==> src/rtl/gpio_bank_pkg.sv <==
`timescale 1ns/1ps
package gpio_bank_pkg;
   // word index of each register (byte offset = index * 4)
   typedef enum logic [3:0] {
      RI_IRQ_BLOCK = 4'd0,
      RI_DIR       = 4'd1,
      RI_DRIVE     = 4'd2,
      RI_TRIG      = 4'd3,
      RI_EDGE_POL  = 4'd4,
      RI_LVL_POL   = 4'd5,
      RI_SLP_BLOCK = 4'd6,
      RI_SLP_DRIVE = 4'd7,
      RI_BF_DRIVE  = 4'd8,
      RI_EVENT     = 4'd9,
      RI_ALT       = 4'd10,
      RI_SLP_CFG   = 4'd11,
      RI_PIN_LVL   = 4'd12
   } reg_idx_e;
   localparam int unsigned NUM_CFG = 12;  // indexes below this hold storage
endpackage

==> src/rtl/gpio_sync.sv <==
`timescale 1ns/1ps
module gpio_sync #(
   parameter int unsigned WIDTH  = 16,
   parameter int unsigned STAGES = 2
) (
   input  logic             clk,
   input  logic             rst_n,
   input  logic [WIDTH-1:0] d,
   output logic [WIDTH-1:0] q
);
   if (STAGES < 2) begin : g_bad_stages
      $error("gpio_sync: STAGES must be at least 2");
   end

   logic [STAGES-1:0][WIDTH-1:0] chain_q;

   always_ff @(posedge clk) begin
      if (!rst_n) begin
         chain_q <= '0;
      end else begin
         chain_q[0] <= d;
         for (int s = 1; s < STAGES; s++) chain_q[s] <= chain_q[s-1];
      end
   end

   assign q = chain_q[STAGES-1];
endmodule

==> src/rtl/gpio_detect.sv <==
`timescale 1ns/1ps
module gpio_detect #(
   parameter int unsigned WIDTH = 16
) (
   input  logic             clk,
   input  logic             rst_n,
   input  logic [WIDTH-1:0] lvl,
   input  logic [WIDTH-1:0] trig,
   input  logic [WIDTH-1:0] edge_pol,
   input  logic [WIDTH-1:0] lvl_pol,
   output logic [WIDTH-1:0] hit
);
   logic [WIDTH-1:0] prev_q;

   always_ff @(posedge clk) begin
      if (!rst_n) prev_q <= '0;
      else        prev_q <= lvl;
   end

   for (genvar g = 0; g < WIDTH; g++) begin : g_pin
      logic rise, fall;
      assign rise   = lvl[g] & ~prev_q[g];
      assign fall   = ~lvl[g] & prev_q[g];
      assign hit[g] = trig[g] ? (edge_pol[g] ? rise : fall)
                              : (lvl[g] == lvl_pol[g]);
   end

   // an edge-mode hit needs a change since the previous cycle
   p_edge_needs_change_r6: assert property (@(posedge clk) disable iff (!rst_n)
      ((hit & trig & ~(lvl ^ $past(lvl))) == '0));
   // a level-mode hit only on the active level
   p_level_match_r5: assert property (@(posedge clk) disable iff (!rst_n)
      ((hit & ~trig & (lvl ^ lvl_pol)) == '0));
endmodule

==> src/rtl/gpio_outmux.sv <==
`timescale 1ns/1ps
module gpio_outmux #(
   parameter int unsigned WIDTH         = 16,
   parameter bit          FAULT_FIRST   = 1'b1
) (
   input  logic [WIDTH-1:0] drive,
   input  logic [WIDTH-1:0] slp_drive,
   input  logic [WIDTH-1:0] bf_drive,
   input  logic             sleep_mode,
   input  logic             batt_fault,
   output logic [WIDTH-1:0] pin_out
);
   if (FAULT_FIRST) begin : g_fault_first
      assign pin_out = batt_fault ? bf_drive :
                       sleep_mode ? slp_drive : drive;
   end else begin : g_sleep_first
      assign pin_out = sleep_mode ? slp_drive :
                       batt_fault ? bf_drive : drive;
   end
endmodule

==> src/rtl/gpio_bank.sv <==
`timescale 1ns/1ps
module gpio_bank
   import gpio_bank_pkg::*;
#(
   parameter int unsigned NPINS       = 16,
   parameter int unsigned ADDR_W      = 6,
   parameter int unsigned SYNC_STAGES = 2,
   parameter bit          FAULT_FIRST = 1'b1
) (
   input  logic              clk,
   input  logic              rst_n,
   input  logic [ADDR_W-1:0] bus_addr,
   input  logic              bus_wr,
   input  logic [NPINS-1:0]  bus_wdata,
   output logic [NPINS-1:0]  bus_rdata,
   input  logic [NPINS-1:0]  pin_in,
   input  logic              sleep_mode,
   input  logic              batt_fault,
   output logic [NPINS-1:0]  pin_out,
   output logic [NPINS-1:0]  pin_oe,
   output logic              irq
);
   localparam int unsigned WORD_W = ADDR_W - 2;

   if (NPINS < 1 || NPINS > 32) begin : g_bad_pins
      $error("gpio_bank: NPINS must be 1..32");
   end
   if (ADDR_W < 6) begin : g_bad_addr
      $error("gpio_bank: ADDR_W must be at least 6");
   end

   logic [NUM_CFG-1:0][NPINS-1:0] cfg_q;
   logic [NPINS-1:0] evt_q, lvl, hit, clr, blk;
   logic [WORD_W-1:0] word;
   logic              aligned;

   assign word    = bus_addr[ADDR_W-1:2];
   assign aligned = (bus_addr[1:0] == 2'b00);

   gpio_sync #(.WIDTH(NPINS), .STAGES(SYNC_STAGES)) u_sync (
      .clk(clk), .rst_n(rst_n), .d(pin_in), .q(lvl));

   gpio_detect #(.WIDTH(NPINS)) u_detect (
      .clk(clk), .rst_n(rst_n), .lvl(lvl),
      .trig(cfg_q[RI_TRIG]), .edge_pol(cfg_q[RI_EDGE_POL]),
      .lvl_pol(cfg_q[RI_LVL_POL]), .hit(hit));

   gpio_outmux #(.WIDTH(NPINS), .FAULT_FIRST(FAULT_FIRST)) u_outmux (
      .drive(cfg_q[RI_DRIVE]), .slp_drive(cfg_q[RI_SLP_DRIVE]),
      .bf_drive(cfg_q[RI_BF_DRIVE]), .sleep_mode(sleep_mode),
      .batt_fault(batt_fault), .pin_out(pin_out));

   // configuration storage
   always_ff @(posedge clk) begin
      if (!rst_n) begin
         cfg_q <= '0;
      end else if (bus_wr && aligned) begin
         for (int i = 0; i < NUM_CFG; i++)
            if (word == WORD_W'(i) && i != int'(RI_EVENT)) cfg_q[i] <= bus_wdata;
      end
   end

   // sticky event status, write-1-to-clear, detection wins
   assign clr = (bus_wr && aligned && word == WORD_W'(RI_EVENT)) ? bus_wdata : '0;

   always_ff @(posedge clk) begin
      if (!rst_n) evt_q <= '0;
      else        evt_q <= (evt_q & ~clr) | hit;
   end

   // read path
   always_comb begin
      bus_rdata = '0;
      if (aligned) begin
         if (word == WORD_W'(RI_EVENT))        bus_rdata = evt_q;
         else if (word == WORD_W'(RI_PIN_LVL)) bus_rdata = lvl;
         else
            for (int i = 0; i < NUM_CFG; i++)
               if (word == WORD_W'(i)) bus_rdata = cfg_q[i];
      end
   end

   assign pin_oe = cfg_q[RI_DIR];
   assign blk    = sleep_mode ? cfg_q[RI_SLP_BLOCK] : cfg_q[RI_IRQ_BLOCK];
   assign irq    = |(evt_q & ~blk);

   // first cycle out of reset starts from a clean state
   p_reset_clean_r1: assert property (@(posedge clk) disable iff (!rst_n)
      $rose(rst_n) |-> (evt_q == '0 && cfg_q == '0));
   // a set status bit only drops when written with 1
   p_sticky_r7: assert property (@(posedge clk) disable iff (!rst_n)
      ##1 (($past(evt_q) & ~$past(clr) & ~evt_q) == '0));
   // irq needs a pending status bit
   p_irq_source_r8: assert property (@(posedge clk) disable iff (!rst_n)
      irq |-> (evt_q != '0));
   // a write to the pin-level index leaves all storage alone
   p_pinlvl_ro_r10: assert property (@(posedge clk) disable iff (!rst_n)
      (bus_wr && aligned && word == WORD_W'(RI_PIN_LVL)) |=> $stable(cfg_q));
endmodule

==> config.mk <==
export PLATFORM = sky130hd
export DESIGN_NAME = gpio_bank
export DESIGN_NICKNAME = d
export VERILOG_FILES = /design/src/rtl/gpio_bank_pkg.sv /design/src/rtl/gpio_sync.sv /design/src/rtl/gpio_detect.sv /design/src/rtl/gpio_outmux.sv /design/src/rtl/gpio_bank.sv
export SDC_FILE = /design/constraint.sdc
export NUM_CORES = 1
export LEC_CHECK = 0
export CORE_MARGIN = 8
export CORE_UTILIZATION = 23
export CTS_CLUSTER_SIZE = 14
export DETAILED_ROUTE_END_ITERATION = 10
export PLACE_DENSITY = 0.36
export RECOVER_POWER = 50
export SETUP_SLACK_MARGIN = 0.15
export SLEW_MARGIN = 10
export SYNTH_ARGS = -nofsm -noshare
export SYNTH_HDL_FRONTEND = slang
export SYNTH_SLANG_ARGS = --single-unit
==> constraint.sdc <==
create_clock -name clk -period 4.16 [get_ports clk]
set_input_delay 0.832 -clock clk [delete_from_list [all_inputs] [get_ports clk]]
set_output_delay 0.832 -clock clk [all_outputs]
set_load 0.1 [all_outputs]
==> metrics.md, run 1 <==
| Metric | Value |
|---|---|
| Port bufs | 91 |
| Die H | 243 um |
| GRT Overall Usage | 0.171 |
| Failing checks | max-capacitance violations, max-slew violations |
| Status | complete, but fails checks |
| # placed instances | 2213 |
| Hold Fails Final Rpt | 0 |
| Postcts setup bufs | 0 |
| Vias in the first global route | 10404 |
| Share of layout cells above drive strength 1 | 0.120 |
| Synth async-reset ratio | 0 |
| Pre-antenna DRT Iters | 5 |
| DIE WIDTH | 243 um |
| Slew HR | -0.440 |
| Final WL | 52.3 mm |
| Maxcap violations | 3 |
| WP data required | 3.33 ns |
| Syn_nets | 1551 |
| Rows | 83 |
| Worst VDD drop | 0.272 mV |
| TritonCTS Sinks | 240 |
| CTS H-tree lvls | 1 |
| Hold slack | 0.430 ns |
| Critical Path AT | 3.14 ns |
| Mapped cell area | 0.0119 mm^2 |
| Final net count | 1608 |
| Remaining Overflow, GRT | 0 |
| Final Util | 0.290 |
| Cts bufs inserted | 30 |
| Final Skew | 0.0209 ns |
| Global-route wire length before repair | 76.3 mm |
| Core Area | 0.0512 mm^2 |
| Leak | 5.01 nW |
| Worst Path Max Fanout | 31 |
| DR vias/cell | 4.76 |
| Minimum clock period | 3.97 ns |
| Fin Setup TNS | 0 ns |
| Clk buf depth | 3 |
| Non-filler cells, final | 2269 |
| CTS tree | yes |
| P per Cell Area | 373 mW/mm^2 |
| Mean post-synth cell area | 7.88 um^2 |
| Clock transition at the registers of the reported paths | 0.06 ns |
| FMAX | 252 MHz |
| Worst Hold Class | register to register |
| DP HPWL | 38.6 mm |
| Die area | 0.0592 mm^2 |
| Clk_lat worst skew | 0.58 ns |
| Area Growth Syn to Fin | 25.0% |
| # DRC | 0 |
| Worst-Margin Slew | 2.16 ns |
| Critical path class | input port to primary output |
| RSZ-0062 raised after global routing | no |
| Fillcell total | 5518 |
| Synth warn | 0 |
| DR vias | 10808 |
| Post-DRT Antenna Nets | 0 |
| Post-route clock period utilization | 0.955 |
| DR WL/cell | 23.1 um |
| First-iteration detailed-routing DRC count | 898 |
| Largest net degree at the start of global routing | 107 |
| # setup viols final | 0 |
| Initial antenna violation count | 1 |
| Post-synth EDFFs | 0 |
| Placer Congestion | 0.914 |
| Sequential area share after synthesis | 0.404 |
| Synth cell types | 67 |
| Main synth FF type | dfxtp_1 |
| Pins Over Slew Limit | 245 |
| I/O pin total | 92 |
| Crit end category | primary output |
| CP startpoint kind | input port |
| Syn Inst Count | 1508 |
| #FFs+latches synth | 240 |
| Starting Density | 0.232 |
| Clock Tree Root | clkbuf_16 |
[where the power goes]
part           switching [mW]  internal (mW)
Sequential             0.0383           2.33
Clock                    1.07           1.57
Combinational           0.331          0.201
[placed cells by master (no fill, tap or decap), types with 5 or more instances in the layout]
master / count
clkbuf_16: 31
xnor2_1: 16
clkbuf_8: 12
clkbuf_1: 9
o22ai_1: 13
and2_0: 11
dfxtp_1: 240
clkdlybuf4s50_1: 52
a211oi_1: 5
buf_12: 36
a22oi_1: 19
nor2_2: 14
and2_1: 39
a21boi_0: 164
nor3_1: 10
a21oi_1: 72
a21oi_2: 5
a21boi_1: 27
o21ai_0: 37
buf_4: 53
mux2i_1: 52
nor2_1: 81
inv_1: 9
nand2b_1: 6
o21a_1: 17
mux2_2: 7
o21ai_1: 18
nand2_1: 423
o221ai_1: 11
[cells by family (layout without fill, tap and decap cells)]
family / count (synthesis) / in the layout / share of synthesized area
AO/OA/AOI/OAI: 436 / 436 / 0.251
XOR/XNOR: 16 / 16 / 0.0118
buffers and inverters: 137 / 217 / 0.0556
flip-flops: 240 / 240 / 0.404
multiplexers: 62 / 62 / 0.0561
other: 0 / 1 / 0
AND/OR/NAND/NOR: 617 / 617 / 0.221
[cell type report]
cell class / instances / area, um^2 / area share
inverters: 9 / 33.8 / 0.00227
well taps: 680 / 851 / 0.0572
clock buffers: 48 / 960 / 0.0646
flip-flops and latches: 240 / 4800 / 0.323
diodes: 1 / 2.50 / 0.000168
repair buffers: 153 / 1710 / 0.115
multi-input cells: 1131 / 6460 / 0.435
clock inverters: 7 / 43.8 / 0.00295
[critical path, cell delays in order]
cell,delay [ns]
clkdlybuf4s50_1,0.51
buf_12,0.19
nor2b_4,0.33
buf_4,0.23
a31oi_1,0.10
o21a_1,0.11
a211oi_1,0.28
o221a_2,0.34
buf_12,0.19
[per-layer routing]
layer,global-route usage,up-vias,wire length [um]
li1,-,5241,-
met1,0.258,5226,27100
met2,0.251,280,21900
met3,0.0183,61,2230
met4,0.0485,0,1080
met5,0,-,0
[what timing repair did]
item,CTS,global route
endpoints found under the setup margin,4,1
pin swaps,0,1
resized for setup,1,1
endpoints found under the hold margin,0,0
hold buffers,0,0
[registers in the layout (all words and copies together), names as in the netlist]
| name | count |
|---|---|
| u_sync.q | 16 |
| evt_q | 16 |
| u_sync.chain_q | 16 |
| u_detect.prev_q | 16 |
| cfg_q | 160 |
| pin_oe | 16 |
[path summary, 6_finish.rpt]
kind                                                    start                       to  slack (ns)  cells past startpoint
worst max-delay path                              bus_addr[4]             bus_rdata[0]        0.19                      9
worst max register to register         u_sync.q[7]$_SDFF_PN0_      evt_q[7]$_SDFF_PN0_        2.99                      4
worst min-delay path            u_sync.chain_q[14]$_SDFF_PN0_  u_sync.q[14]$_SDFF_PN0_        0.43                      1
worst min register to register  u_sync.chain_q[14]$_SDFF_PN0_  u_sync.q[14]$_SDFF_PN0_        0.43                      1
[through the flow]
| step | power (mW) | setup slack (ns) | cell area, um^2 |
|---|---|---|---|
| after CTS | 5.64 | 0.211 | 14900 |
| after global routing | 5.76 | 0.154 | 14900 |
| after global placement | 2.95 | 0.110 | 13900 |
| after detailed placement | 2.95 | 0.0775 | 13900 |
| after floorplan | 2.71 | 0.0888 | 11900 |
| final | 5.55 | 0.188 | 14900 |
[cell usage after synthesis (3+ instances only)]
| cell type | n | area, um^2 |
|---|---|---|
| o21a_1 | 17 | 128 |
| a31oi_1 | 4 | 25.0 |
| a32oi_1 | 3 | 26.3 |
| or3_1 | 3 | 18.8 |
| nand2b_1 | 6 | 37.5 |
| and2_1 | 49 | 307 |
| o21ai_0 | 55 | 275 |
| nor3_1 | 9 | 45.0 |
| o221ai_1 | 11 | 96.3 |
| a22oi_1 | 19 | 143 |
| a21boi_0 | 149 | 1120 |
| a211oi_1 | 5 | 37.5 |
| nand2_1 | 423 | 1590 |
| a2bb2oi_1 | 4 | 35.0 |
| nor2_1 | 81 | 304 |
| buf_4 | 23 | 173 |
| mux2_2 | 7 | 78.8 |
| buf_2 | 47 | 235 |
| inv_1 | 9 | 33.8 |
| nor4_1 | 3 | 18.8 |
| clkbuf_1 | 57 | 214 |
| a21boi_1 | 42 | 315 |
| nand3_1 | 4 | 20.0 |
| o32ai_1 | 3 | 26.3 |
| mux2i_1 | 52 | 521 |
| a21oi_1 | 77 | 385 |
| a221oi_1 | 6 | 52.6 |
| xnor2_1 | 16 | 140 |
| dfxtp_1 | 240 | 4800 |
| nor2_2 | 14 | 87.6 |
| o22ai_1 | 15 | 93.8 |
| nor2b_1 | 5 | 31.3 |
| mux4_2 | 3 | 67.6 |
Note: power is estimated with default switching activity, not from simulation.
==> run 2, diff against run 1 <==
--- a/config.mk
+++ b/config.mk
@@ -5,14 +5,15 @@
 export SDC_FILE = /design/constraint.sdc
 export NUM_CORES = 1
 export LEC_CHECK = 0
+export ABC_AREA = 1
 export CORE_MARGIN = 8
 export CORE_UTILIZATION = 23
 export CTS_CLUSTER_SIZE = 14
 export DETAILED_ROUTE_END_ITERATION = 10
-export PLACE_DENSITY = 0.36
+export PLACE_DENSITY = 0.37
 export RECOVER_POWER = 50
 export SETUP_SLACK_MARGIN = 0.15
-export SLEW_MARGIN = 10
+export SLEW_MARGIN = 20
 export SYNTH_ARGS = -nofsm -noshare
 export SYNTH_HDL_FRONTEND = slang
 export SYNTH_SLANG_ARGS = --single-unit
==> run 2 against run 1 <==
  * The flow still finishes with violations (max-capacitance violations, max-slew violations)
  * Worst setup slack better by 0.078 ns
  * Clock power is 5% lower
  * Sequential power about the same
  * Core utilization rose by 0.35 points
  * Sequential cell count unchanged
  * Critical path depth decreased by 2
  * Synthesized cell count increased by 0.20%
  * Die area fell by 9.2%
  * Non-clock buffer count is 13 lower
  * Critical path type unchanged
==> metrics.md, run 2 <==
| Metric | Value |
|---|---|
| Status | complete, but fails checks |
| Failing checks | max-capacitance violations, max-slew violations |
| Worst Hold Class | register to register |
| Clock Tree Root | clkbuf_16 |
| Multiplexer share of the synthesized area | 0 (-0.0561) |
| Max reg flops | 160 (unchanged) |
| Largest family of logic cells by synthesized area | compound AO/OA/AOI/OAI gates |
| Post-DRT Antenna Nets | 0 (unchanged) |
| Simple-Gate Fraction of Synth Area | 0.202 (-0.0193) |
| DR WL/cell | 21.2 um (-8.0%) |
| RSZ-0062 raised after global routing | yes |
| Post-route clock period utilization | 0.936 (-0.0188) |
| Crit end category | primary output |
| Cts hold-fix bufs | 0 (unchanged) |
| DR vias/cell | 4.74 (-0.55%) |
| Worst VDD drop | 0.208 mV (-23%) |
| Final Cell Area | 0.0136 mm^2 (-8.6%) |
| CP startpoint kind | input port |
| Hold Fails Final Rpt | 0 (unchanged) |
| # setup viols final | 0 (unchanged) |
| Die H | 232 um (-4.7%) |
| Synth warn | 0 (unchanged) |
| Final Skew | 0.0172 ns (-0.00369 ns) |
| Global-route wire length before repair | 67.4 mm (-12%) |
| Port bufs | 91 (unchanged) |
| Critical Path AT | 3.06 ns (-0.08 ns) |
| Slowest-stage cell, CP | or4_1 |
| Overall Power | 5.43 mW (-2.1%) |
| CTS tree | yes |
| N_diodes | 0 (-1) |
| Largest net degree at the start of global routing | 98 (-8.4%) |
| Starting Density | 0.232 (-0.000612) |
| Syn Inst Count | 1511 (+0.20%) |
| GRT Overall Usage | 0.167 (-0.00331) |
| Die area | 0.0537 mm^2 (-9.2%) |
| Commonest non-fill, non-tap cell in the layout | nand2_1 |
| Final net count | 1609 (+0.062%) |
| TritonCTS Sinks | 240 (unchanged) |
| Post-synth top area cell | dfxtp_1 |
| Main synth FF type | dfxtp_1 |
| Dominant cells by area after synthesis | dfxtp_1 (45%), a21oi_1 (12%), o21ai_0 (11%) |
| Worst-Margin Slew | 1.99 ns (-0.165 ns) |
| Mean post-synth cell area | 7.09 um^2 (-10%) |
| DIE WIDTH | 232 um (-4.7%) |
| Biggest register | cfg_q |
| Slew HR | -0.330 (+0.110) |
| # DRC | 0 (unchanged) |
| Commonest cells post-synth | nand2_1 (268), a21oi_1 (267), dfxtp_1 (240) |
| Worst Path Max Fanout | 14 (-55%) |
| CP max stage delay | 0.68 ns (+0.17 ns) |
| CTS H-tree lvls | 1 (unchanged) |
| Area Growth Syn to Fin | 26.9% |
| Worst-path cell chain | clkdlybuf4s50_1 -> inv_1 -> nand2_1 -> nand3_1 -> nand4_1 -> or4_1 -> buf_12 |
| #FFs+latches synth | 240 (unchanged) |
| Synth async-reset ratio | 0 (unchanged) |
| Final WS setup | 0.266 ns (+0.0780 ns) |
| Clk_lat worst skew | 0.57 ns (about the same) |
| FMAX | 257 MHz (+2.0%) |
| Share of layout cells above drive strength 1 | 0.113 (-0.00615) |
| Hold slack | 0.404 ns (-0.0258 ns) |
| Vias in the first global route | 9872 (-5.1%) |
| DP HPWL | 33.0 mm (-14%) |
| # placed instances | 2132 (-3.7%) |
| Rows | 79 (-4.8%) |
| I/O pin total | 92 (unchanged) |
| Non-filler cells, final | 2193 (-3.3%) |
| Post-synthesis xor/xnor area fraction | 0.00409 (-0.00770) |
| Leak | 5.50 nW (+9.7%) |
| DR vias | 10389 (-3.9%) |
| Core Area | 0.0463 mm^2 (-9.6%) |
| Initial antenna violation count | 0 (-1) |
| Mapped cell area | 0.0107 mm^2 (-9.9%) |
| First-iteration detailed-routing DRC count | 924 (+2.9%) |
| Worst slack at placement | -0.0421 ns (-0.120 ns) |
| Cts bufs inserted | 30 (unchanged) |
| Post-Synth Adder-Cell Area | 0 (unchanged) |
| Synth cell types | 28 (-58%) |
| P per Cell Area | 399 mW/mm^2 (+7.0%) |
| Syn_nets | 1554 (+0.19%) |
| Placer Congestion | 0.864 (-5.5%) |
| Remaining Overflow, GRT | 0 (unchanged) |
| Critical path class | input port to primary output |
| Most common cell in the netlist | nand2_1 |
| Clock transition at the registers of the reported paths | 0.06 ns (about the same) |
| Pre-antenna DRT Iters | 5 (unchanged) |
| Top cell type's share of synthesized area | 0.449 (+0.0443) |
| Post-synth EDFFs | 0 (unchanged) |
| Maxcap violations | 4 (+1) |
| Minimum clock period | 3.89 ns (-0.0780 ns) |
| Final WL | 46.6 mm (-11%) |
| Clk buf depth | 3 (unchanged) |
| WP data required | 3.33 ns (about the same) |
| Synth Area in Compound Gates | 0.245 (-0.00574) |
| Most frequent cells in the layout | nand2_1 (266), a21oi_1 (261), dfxtp_1 (240) |
| Placed cell area | 0.0125 mm^2 (-9.7%) |
| Sequential area share after synthesis | 0.449 (+0.0443) |
| Pins Over Slew Limit | 211 (-14%) |
-- run 2: worst max-delay path, delay by kind of cell --
family | cells | cell delay [ns]
and+or+nand+nor | 4 | 1.15
buffers and inverters | 3 | 1.06
-- run 2: cell families (layout without fill, tap and decap cells) --
kind of cell | Yosys count | in the layout
AOI/OAI and AO/OA | 519 | 519
DFF | 240 | 240
buffers and inverters | 258 | 333
xor gates and xnor gates | 5 | 5
and+or+nand+nor | 489 | 489
-- run 2: timing repair --
action / CTS / global route
setup buffers: 5 / 3
resized for setup: 5 / 15
cloned: 0 / 1
endpoints found under the setup margin: 9 / 9
pin swaps: 2 / 5
-- run 2: worst paths after layout --
kind                            slack, ns                    startpoint                     end  depth (start not counted)
worst max-delay path                 0.27                    sleep_mode                     irq                          7
worst min-delay path                 0.40  u_sync.chain_q[4]$_SDFF_PN0_  u_sync.q[4]$_SDFF_PN0_                          2
worst max register to register       3.02       u_sync.q[12]$_SDFF_PN0_    evt_q[12]$_SDFF_PN0_                          5
worst min register to register       0.40  u_sync.chain_q[4]$_SDFF_PN0_  u_sync.q[4]$_SDFF_PN0_                          2
-- run 2: final cells by class --
class,count,area [um^2]
timing repair buffer,140,1650
tap,607,759
sequential,240,4800
inverter,141,532
fill,5048,32700
clock inverter,7,35.0
clock buffer,45,908
multi-input combinational,1013,4900
-- run 2: power by group --
part / internal [mW] / switching [mW]
Clock: 1.49 / 1.03
Sequential: 2.34 / 0.0392
Combinational: 0.163 / 0.365
Total: 3.99 / 1.44
-- run 2: through the flow --
stage          setup TNS (ns)   util
6_report                    0  0.294
2_1_floorplan               0      -
3_3_place_gp          -0.0558  0.271
4_1_cts                     0  0.293
5_1_grt                     0  0.294
3_5_place_dp          -0.0421  0.271
-- run 2: metal layers --
| layer | routed length, um | track usage |
|---|---|---|
| met1 | 21400 | 0.229 |
| met4 | 1560 | 0.0525 |
| met3 | 2840 | 0.0315 |
| met2 | 20700 | 0.263 |
| met5 | 0 | 0 |
